<file path="config.mk">
export PLATFORM = sky130hd
export DESIGN_NAME = l4_rx_csum_policy
export DESIGN_NICKNAME = d
export VERILOG_FILES = /design/src/rtl/l4_csum_pkg.sv /design/src/rtl/l4_policy_regs.sv /design/src/rtl/l4_frame_ctx.sv /design/src/rtl/l4_ones_acc.sv /design/src/rtl/l4_verdict.sv /design/src/rtl/l4_rx_csum_policy.sv
export SDC_FILE = /design/constraint.sdc
export NUM_CORES = 1
export LEC_CHECK = 0
export ABC_AREA = 1
export ABC_CLOCK_PERIOD_IN_PS = 4100
export CORE_MARGIN = 2
export CORE_UTILIZATION = 43
export DETAILED_ROUTE_END_ITERATION = 16
export HOLD_SLACK_MARGIN = 0.12
export PLACE_DENSITY = 0.72
export SLEW_MARGIN = 20
export SYNTH_ARGS = -nofsm -noshare
export SYNTH_HDL_FRONTEND = slang
export SYNTH_SLANG_ARGS = --single-unit
</file>
<file path="constraint.sdc">
create_clock -name clk -period 4.1 [get_ports clk]
set_input_delay 0.82 -clock clk [delete_from_list [all_inputs] [get_ports clk]]
set_output_delay 0.82 -clock clk [all_outputs]
set_load 0.005 [all_outputs]
</file>
<file path="src/rtl/l4_csum_pkg.sv">
package l4_csum_pkg;

    typedef enum logic [1:0] {
        PR_OTHER = 2'd0,
        PR_UDP   = 2'd1,
        PR_LITE  = 2'd2,
        PR_ICMP  = 2'd3
    } proto_e;

    typedef enum logic [1:0] {
        RS_OK   = 2'd0,
        RS_BAD  = 2'd1,
        RS_ZERO = 2'd2,
        RS_SKIP = 2'd3
    } rsn_e;

    // Field order matches the write-data bit positions (bit 3 down to bit 0).
    typedef struct packed {
        logic icmp_chk;
        logic lite_chk;
        logic zero_pass;
        logic frag_pass;
    } policy_t;

    localparam int POL_W = $bits(policy_t);

    localparam policy_t POLICY_RST = '{
        icmp_chk:  1'b0,
        lite_chk:  1'b1,
        zero_pass: 1'b0,
        frag_pass: 1'b0
    };

    typedef struct packed {
        proto_e proto;
        logic   frag;
        logic   zero;
    } ctx_t;

endpackage

</file>
<file path="src/rtl/l4_policy_regs.sv">
module l4_policy_regs
    import l4_csum_pkg::*;
(
    input  logic             clk,
    input  logic             rst_n,
    input  logic             wr,
    input  logic [POL_W-1:0] wdata,
    output policy_t          pol
);

    typedef struct packed {
        policy_t pol;
    } st_t;

    st_t st_d, st_q;

    always_comb begin
        st_d = st_q;
        if (wr) begin
            st_d.pol = policy_t'(wdata);
        end
    end

    always_ff @(posedge clk or negedge rst_n) begin
        if (!rst_n) begin
            st_q.pol <= POLICY_RST;
        end else begin
            st_q <= st_d;
        end
    end

    assign pol = st_q.pol;

    AST_POLICY_LOAD: assert property (@(posedge clk) disable iff (!rst_n)
        wr |=> (pol == policy_t'($past(wdata))));
    AST_POLICY_HOLD: assert property (@(posedge clk) disable iff (!rst_n)
        !wr |=> $stable(pol));

endmodule

</file>
<file path="src/rtl/l4_frame_ctx.sv">
module l4_frame_ctx
    import l4_csum_pkg::*;
(
    input  logic       clk,
    input  logic       rst_n,
    input  logic       hdr_valid,
    input  logic [1:0] hdr_proto,
    input  logic       hdr_frag,
    input  logic       hdr_zero,
    input  logic       dat_valid,
    input  logic       dat_last,
    output ctx_t       ctx,
    output logic       in_frame
);

    typedef struct packed {
        ctx_t ctx;
        logic open;
    } st_t;

    st_t st_d, st_q;

    always_comb begin
        st_d = st_q;
        if (hdr_valid) begin
            st_d.ctx.proto = proto_e'(hdr_proto);
            st_d.ctx.frag  = hdr_frag;
            st_d.ctx.zero  = hdr_zero;
            st_d.open      = 1'b1;
        end else if (dat_valid && dat_last) begin
            st_d.open      = 1'b0;
        end
    end

    always_ff @(posedge clk or negedge rst_n) begin
        if (!rst_n) begin
            st_q.ctx.proto <= PR_OTHER;
            st_q.ctx.frag  <= 1'b0;
            st_q.ctx.zero  <= 1'b0;
            st_q.open      <= 1'b0;
        end else begin
            st_q <= st_d;
        end
    end

    assign ctx      = st_q.ctx;
    assign in_frame = st_q.open;

    AST_WORD_IN_FRAME: assert property (@(posedge clk) disable iff (!rst_n)
        dat_valid |-> (in_frame && !hdr_valid));
    AST_HDR_OUTSIDE_FRAME: assert property (@(posedge clk) disable iff (!rst_n)
        hdr_valid |-> !in_frame);

endmodule

</file>
<file path="src/rtl/l4_ones_acc.sv">
module l4_ones_acc #(
    parameter int W = 16
) (
    input  logic         clk,
    input  logic         rst_n,
    input  logic         seed_load,
    input  logic [W-1:0] seed,
    input  logic         dat_valid,
    input  logic [W-1:0] dat_word,
    input  logic         dat_last,
    input  logic         dat_lo_en,
    output logic [W-1:0] sum_now
);

    localparam int HB = W / 2;

    typedef struct packed {
        logic [W-1:0] acc;
    } st_t;

    st_t          st_d, st_q;
    logic [W-1:0] word_m;
    logic [W:0]   raw;
    logic [W-1:0] folded;

    always_comb begin
        word_m = dat_word;
        if (dat_last && !dat_lo_en) begin
            word_m = {dat_word[W-1:HB], {HB{1'b0}}};
        end
        raw    = {1'b0, st_q.acc} + {1'b0, word_m};
        folded = raw[W-1:0] + {{(W-1){1'b0}}, raw[W]};

        st_d = st_q;
        if (seed_load) begin
            st_d.acc = seed;
        end else if (dat_valid) begin
            st_d.acc = folded;
        end
    end

    always_ff @(posedge clk or negedge rst_n) begin
        if (!rst_n) begin
            st_q.acc <= '0;
        end else begin
            st_q <= st_d;
        end
    end

    assign sum_now = folded;

    AST_SEED_TAKEN: assert property (@(posedge clk) disable iff (!rst_n)
        seed_load |=> (st_q.acc == $past(seed)));
    AST_NONZERO_STAYS: assert property (@(posedge clk) disable iff (!rst_n)
        (dat_valid && !seed_load && (word_m != '0)) |=> (st_q.acc != '0));
    AST_PAD_LOW_BYTE: assert property (@(posedge clk) disable iff (!rst_n)
        (dat_valid && dat_last && !dat_lo_en) |-> (word_m[HB-1:0] == '0));

endmodule

</file>
<file path="src/rtl/l4_verdict.sv">
module l4_verdict
    import l4_csum_pkg::*;
#(
    parameter int W = 16
) (
    input  logic         clk,
    input  logic         rst_n,
    input  policy_t      pol,
    input  ctx_t         ctx,
    input  logic         fire,
    input  logic [W-1:0] sum_final,
    output logic         vrd_valid,
    output logic         vrd_pass,
    output logic [1:0]   vrd_reason
);

    typedef struct packed {
        logic valid;
        logic pass;
        rsn_e rsn;
    } st_t;

    st_t  st_d, st_q;
    logic good;
    logic bypass;

    always_comb begin
        good   = (sum_final == {W{1'b1}});
        bypass = ctx.frag && pol.frag_pass;
        st_d       = st_q;
        st_d.valid = fire;
        if (fire) begin
            unique case (ctx.proto)
                PR_UDP: begin
                    if (bypass) begin
                        st_d.pass = 1'b1;
                        st_d.rsn  = RS_SKIP;
                    end else if (ctx.zero) begin
                        st_d.pass = pol.zero_pass;
                        st_d.rsn  = RS_ZERO;
                    end else begin
                        st_d.pass = good;
                        st_d.rsn  = good ? RS_OK : RS_BAD;
                    end
                end
                PR_LITE: begin
                    if (bypass || !pol.lite_chk) begin
                        st_d.pass = 1'b1;
                        st_d.rsn  = RS_SKIP;
                    end else begin
                        st_d.pass = good;
                        st_d.rsn  = good ? RS_OK : RS_BAD;
                    end
                end
                PR_ICMP: begin
                    if (pol.icmp_chk && !ctx.frag) begin
                        st_d.pass = good;
                        st_d.rsn  = good ? RS_OK : RS_BAD;
                    end else begin
                        st_d.pass = 1'b1;
                        st_d.rsn  = RS_SKIP;
                    end
                end
                default: begin
                    st_d.pass = 1'b1;
                    st_d.rsn  = RS_OK;
                end
            endcase
        end
    end

    always_ff @(posedge clk or negedge rst_n) begin
        if (!rst_n) begin
            st_q.valid <= 1'b0;
            st_q.pass  <= 1'b0;
            st_q.rsn   <= RS_OK;
        end else begin
            st_q <= st_d;
        end
    end

    assign vrd_valid  = st_q.valid;
    assign vrd_pass   = st_q.pass;
    assign vrd_reason = st_q.rsn;

    AST_ONE_AFTER_LAST: assert property (@(posedge clk) disable iff (!rst_n)
        fire |=> vrd_valid);
    AST_SINGLE_PULSE: assert property (@(posedge clk) disable iff (!rst_n)
        vrd_valid |=> !vrd_valid);
    AST_DROP_REASON: assert property (@(posedge clk) disable iff (!rst_n)
        (vrd_valid && !vrd_pass) |-> ((vrd_reason == RS_BAD) || (vrd_reason == RS_ZERO)));
    AST_SKIP_PASSES: assert property (@(posedge clk) disable iff (!rst_n)
        (vrd_valid && (vrd_reason == RS_SKIP)) |-> vrd_pass);
    AST_OTHER_PASSES: assert property (@(posedge clk) disable iff (!rst_n)
        (fire && (ctx.proto == PR_OTHER)) |=> (vrd_pass && (vrd_reason == RS_OK)));
    AST_ICMP_FRAG_KEPT: assert property (@(posedge clk) disable iff (!rst_n)
        (fire && (ctx.proto == PR_ICMP) && ctx.frag) |=> vrd_pass);
    AST_FRAG_BYPASS: assert property (@(posedge clk) disable iff (!rst_n)
        (fire && (ctx.proto != PR_OTHER) && (ctx.proto != PR_ICMP) && ctx.frag && pol.frag_pass)
        |=> (vrd_pass && (vrd_reason == RS_SKIP)));
    AST_UDP_ZERO: assert property (@(posedge clk) disable iff (!rst_n)
        (fire && (ctx.proto == PR_UDP) && ctx.zero && !(ctx.frag && pol.frag_pass))
        |=> (vrd_reason == RS_ZERO));

endmodule

</file>
<file path="src/rtl/l4_rx_csum_policy.sv">
module l4_rx_csum_policy
    import l4_csum_pkg::*;
#(
    parameter int W = 16
) (
    input  logic         clk,
    input  logic         rst_n,
    input  logic         pol_wr,
    input  logic [3:0]   pol_wdata,
    input  logic         hdr_valid,
    input  logic [1:0]   hdr_proto,
    input  logic         hdr_frag,
    input  logic         hdr_csum_zero,
    input  logic [W-1:0] hdr_ph_sum,
    input  logic         dat_valid,
    input  logic [W-1:0] dat_word,
    input  logic         dat_last,
    input  logic         dat_lo_en,
    output logic         vrd_valid,
    output logic         vrd_pass,
    output logic [1:0]   vrd_reason
);

    policy_t      pol;
    ctx_t         ctx;
    logic         in_frame;
    logic [W-1:0] seed;
    logic [W-1:0] sum_now;
    logic         fire;

    // ICMP carries no pseudo-header: start its sum from zero.
    assign seed = (hdr_proto == PR_ICMP) ? '0 : hdr_ph_sum;
    assign fire = dat_valid && dat_last;

    l4_policy_regs u_pol (
        .clk   (clk),
        .rst_n (rst_n),
        .wr    (pol_wr),
        .wdata (pol_wdata),
        .pol   (pol)
    );

    l4_frame_ctx u_ctx (
        .clk       (clk),
        .rst_n     (rst_n),
        .hdr_valid (hdr_valid),
        .hdr_proto (hdr_proto),
        .hdr_frag  (hdr_frag),
        .hdr_zero  (hdr_csum_zero),
        .dat_valid (dat_valid),
        .dat_last  (dat_last),
        .ctx       (ctx),
        .in_frame  (in_frame)
    );

    l4_ones_acc #(.W(W)) u_acc (
        .clk       (clk),
        .rst_n     (rst_n),
        .seed_load (hdr_valid),
        .seed      (seed),
        .dat_valid (dat_valid),
        .dat_word  (dat_word),
        .dat_last  (dat_last),
        .dat_lo_en (dat_lo_en),
        .sum_now   (sum_now)
    );

    l4_verdict #(.W(W)) u_vrd (
        .clk        (clk),
        .rst_n      (rst_n),
        .pol        (pol),
        .ctx        (ctx),
        .fire       (fire),
        .sum_final  (sum_now),
        .vrd_valid  (vrd_valid),
        .vrd_pass   (vrd_pass),
        .vrd_reason (vrd_reason)
    );

    AST_NO_VERDICT_IDLE: assert property (@(posedge clk) disable iff (!rst_n)
        (!in_frame && !$past(in_frame)) |-> !vrd_valid);

endmodule

</file>
; Yosys cells after proc, flatten, opt, wreduce, memory -nomap -nowiden
; Index checks and enable logic that the tools add are counted.
[totals]
reg_bits = 28
in_bits = 47
elab_cells = 37
[classes]
addsub = 2
n_eq_ne = 5
n_mux = 10
reduce_logical = 9
[op_table]
columns = op, n
row1 = $mux 16, 3
row2 = $add 16x16->17, 1
row3 = $add 16x1->16, 1
row4 = $eq 16x16->1 const B, 1
row5 = $mux 3, 4
row6 = $pmux 3 s3, 1
row7 = $mux 8, 1
row8 = $eq 2x2->1 const B, 3
row9 = $logic_and 1x1->1, 4
row10 = $logic_not 1->1, 3
row11 = $eq 2x1->1 const B, 1
row12 = $reduce_bool 2->1, 1
row13 = $logic_or 1x1->1, 1
row14 = $mux 1, 1

; Logic depth before layout (Yosys ltp)
[logic_depth]
depth_word = 10
ltp_mapped = 36

; By module
; A second synthesis with hierarchy kept.
[hier_totals]
hier_cells = 538
hier_area_um2 = 3195.6
[by_module_without_submodules]
columns = module, instances, cells_each, area_each_um2, seq_area_each_um2
row1 = l4_ones_acc, 1, 397, 2274.7, 400.4
row2 = l4_verdict, 1, 65, 346.6, 100.1
row3 = l4_rx_csum_policy, 1, 38, 239.0, 0.0
row4 = l4_frame_ctx, 1, 21, 185.2, 125.1
row5 = l4_policy_regs, 1, 17, 150.1, 101.3

; Least setup slack after synthesis
; Ideal clock, no wire load.
[synth_timing]
kind = in2reg
start = input dat_last
end = register u_vrd.st_q, in the netlist u_vrd.vrd_reason[0]
setup_time_ps = 116
t_arrival_ps = 4091
t_required_ps = 3984
setup_slack_ps = -107
stages = 36
n_path_buf = 0
path_cell_list = inv_1 -> nor2_1 -> nor2_1 -> ha_1 -> inv_1 -> fa_1 -> inv_1 -> nand2_2 -> nand2_1 -> nand3_2 -> nand2_1 -> nand2_1 -> nand2_1 -> a21oi_1 -> o21bai_1 -> ha_1 -> ha_1 -> inv_1 -> nor2_2 -> nand3_1 -> nor2_2 -> nand2_2 -> nand2_1 -> nand2_1 -> nor2_1 -> nand2_1 -> nor2_2 -> nand2_1 -> nor2_2 -> nand3_2 -> nand2_2 -> nand2_1 -> nand2_1 -> nand2_1 -> nand2_1 -> nand2_1
[synth_between]
elab_chain_cells = 9
elab_cells_between_ends = 12
classes_between = add/sub (2) / eq/ne (1) / mux (7) / reduce/logical (2)
[synth_rtl]
columns = item, line
row1 = start: declaration, l4_rx_csum_policy.sv:17  ; input logic dat_last,
row2 = $logic_and 1x1->1, l4_ones_acc.sv:28  ; if (dat_last && !dat_lo_en) begin
row3 = $mux 8, l4_ones_acc.sv:28
row4 = $add 16x16->17, l4_ones_acc.sv:31  ; raw = {1'b0, st_q.acc} + {1'b0, word_m};
row5 = $add 16x1->16, l4_ones_acc.sv:32  ; folded = raw[W-1:0] + {{(W-1){1'b0}}, raw[W]};
row6 = $eq 16x16->1, l4_verdict.sv:28  ; good = (sum_final == {W{1'b1}});
row7 = $mux 1, "l4_verdict.sv:43, l4_verdict.sv:52, l4_verdict.sv:58"
row8 = $mux 3, l4_verdict.sv:38  ; end else if (ctx.zero) begin
row9 = $mux 3, l4_verdict.sv:35  ; if (bypass) begin
row10 = $pmux 3 s3, l4_verdict.sv:33  ; unique case (ctx.proto)
row11 = end signal: assignment, l4_verdict.sv:78  ; st_q <= st_d;
row12 = end: declaration, l4_verdict.sv:23  ; st_t st_d, st_q;
; Several ways; a longest one is shown, not always the timed one.
; A chain may end at the register's enable or synchronous reset.

; Final worst setup path
; Ends and elaborated chain as after synthesis.

==> reports/results.ini <==
[run_status]
status = finished, final reports clean

[layout]
drive_above_1_share_pct = 23.15
mostFrequentLayoutCells = nand2_1 (170), buf_4 (80), inv_1 (66), nand3_1 (61), nor2_1 (52)
insertedDiodeCount = 0
fillers = 644
mostFrequentLayoutCell = nand2_1
syn_to_final_growth_pct = 43.93
nets = 715

[detailed_routing]
first_pass_iters = 5
post_drt_wl_per_cell_um = 13.03
final_antenna_net_count = 0
via_per_inst = 5.055
vias = 3761
route.detailed.drc = 0
first_iter_violations = 194
wl_um = 9691

[synthesis]
synth.distinct_cells = 29
syn-num-nets = 588
avgSynthCellArea_um2 = 5.887
synthFlopType = dfrtp_1
synth_area_um2 = 3073
syn_inst = 522
yosys_warnings = 0
yosysSeqAreaShare_pct = 22.84
synth-edff-count = 0
synth_seq_cells = 28
synthArstFlopShare_pct = 100.0

[power_and_ir_drop]
power_uw = 1997
power_density_nw_per_um2 = 451.6
ir_drop_mv = 0.3205
p_leak_uw = 0.002328

[hold_path]
holdCritPathClass = flop to flop
min_to = u_vrd.vrd_reason[0]
min_path_cells = 2
min-delay-start = u_vrd.vrd_reason[0]

[sta]
setup_tns_ps = 0
worst_pin_slew_ps = 680.3
rsz0062_at_grt = true
hold_viol = 0
max_freq_mhz = 246.6
slew_viol_final = 0
setup_viol = 0
post-route-period-util_pct = 98.89
skew_ps = 4.141
min_period_ps = 4055
hold-worst-slack_ps = 503.2
relSlewSlack_pct = 54.51

[floorplanning]
die_y_um = 88.54
core_um2 = 6869
dieArea_um2 = 7838
io_pins = 51
rows = 30
start_util_pct = 44.74
dieWidth_um = 88.54

[clock_tree]
path_clk_slew_ps = 90
cts_root_buf = clkbuf_8
postCtsHoldBufs = 0
cts_buffers = 3
clock_sinks = 28
insertion_delay_ps = 270
htreeDepth = 1
clockBufferDepth = 2
cts_tree = built

[critical_path]
worst-path-max-fanout = 3
reg2reg_from = u_acc.st_q[0]
ff2ff_path_depth = 31
regToRegEndpoint = u_vrd.vrd_reason[0]
critPathSlowestCell = fa_2
regToRegSetupSlack_ps = 410
critical_path_required_ps = 4280
crit_path_frequent_cell = buf_4
arrival_ps = 4230
slowest_delay_ps = 200
critPathCaptureType = flop
cp-start-kind = input port
critical_path_class = input port to flop

[grt]
grt_use_total_pct = 26.37
grt_max_degree = 33
grt_pass1_wl_um = 16200
first_global_vias = 3699
grt_overflow = 0
antenna_found_initial = 0

[flow_run]
maxCapViolations = 0

[place]
dp_hpwl_um = 7924
place_congestion = 0.9449
io_buffers = 50

-- worst max-delay path, delay by kind of cell --
kind / cells / cell delay [ps]
compound gates: 1 / 160
fa+ha+maj: 2 / 370
buf+inv: 13 / 1300
simple gates: 19 / 1520
-- power by group --
| group | leakage [uW] | total [uW] | internal [uW] | switching (uW) |
|---|---|---|---|---|
| sequential | 0.000332 | 379 | 331 | 47.9 |
| combinational | 0.00197 | 1450 | 638 | 811 |
| clock | 0.0000288 | 170 | 86.0 | 84.0 |
| total | 0.00233 | 2000 | 1050 | 943 |
-- timing repair --
| item | 4_1_cts | 5_1_grt |
|---|---|---|
| setup endpoints to repair | 8 | 4 |
| pin swaps | 24 | 22 |
| resized for setup | 34 | 9 |
| setup buffers | 14 | 3 |
-- cells by family after synthesis --
group | after synthesis | share of synthesized area, %
AND/OR/NAND/NOR | 351 | 50.69
AO/OA/AOI/OAI | 42 | 7.981
adder cells (fa/ha/maj) | 19 | 7.981
buffers and inverters | 80 | 9.772
flip-flops | 28 | 22.84
multiplexers | 2 | 0.7328
-- final cells by class --
cell class,count,area [um2],share of cell area (%)
inverters,72,275.3,6.223
multi-input cells,414,2176,49.19
flip-flops and latches,28,701.9,15.87
repair buffers,130,1095,24.75
clock buffers,4,55.05,1.245
well taps,96,120.1,2.716
-- how the worst max path moves through the flow --
stage                   from                   to  slack, ps  depth (start not counted)
floorplan           dat_last  u_vrd.vrd_reason[0]          3                         36
global placement    dat_last  u_vrd.vrd_reason[0]       -670                         35
detailed placement  dat_last  u_vrd.vrd_reason[0]       -800                         35
CTS                 dat_last       u_vrd.vrd_pass        -70                         36
global route        dat_last       u_vrd.vrd_pass       -170                         34
finish              dat_last  u_vrd.vrd_reason[0]         50                         35
-- Yosys cell counts, types with 4 or more instances --
cell,count,area [um2]
nor3_1,4,20.02
nand2_1,179,671.9
nor2_1,56,210.2
nor2_2,7,43.79
inv_1,70,262.8
nand4_1,14,87.58
dfrtp_1,27,675.7
o21ai_0,8,40.04
clkbuf_1,8,30.03
ha_1,18,225.2
nand3_2,4,40.04
a31oi_1,16,100.1
nand3_1,65,325.3
a21oi_1,13,65.06
nand2_2,12,75.07
-- metal layers --
layer  global-route usage (%)  up-vias  part of all wire [%]
met2                    47.92      116                    49
met5                        0        -                     0
met1                    34.35     1701                    45
met3                    1.213       10                   4.4
met4                    6.612        0                   1.2
li1                         -     1934                     -
-- sequential cells by signal (all words and copies together) (netlist names) --
name / count
u_vrd.vrd_reason: 2
u_vrd.vrd_valid: 1
u_vrd.vrd_pass: 1
u_ctx.ctx: 4
u_pol.pol: 4
u_acc.st_q: 16
-- per-stage QoR --
stage               area, um2  cells  worst slack, ps  utilization (%)
floorplan                3090    522            3.440                -
global placement         4154    723           -666.5            60.47
detailed placement       4154    723           -804.3            60.47
CTS                      4380    741           -66.34            63.77
global route             4423    744           -174.3            64.39
finish                   4423    744            45.35            64.39
Power figures use the tool's default switching activity.
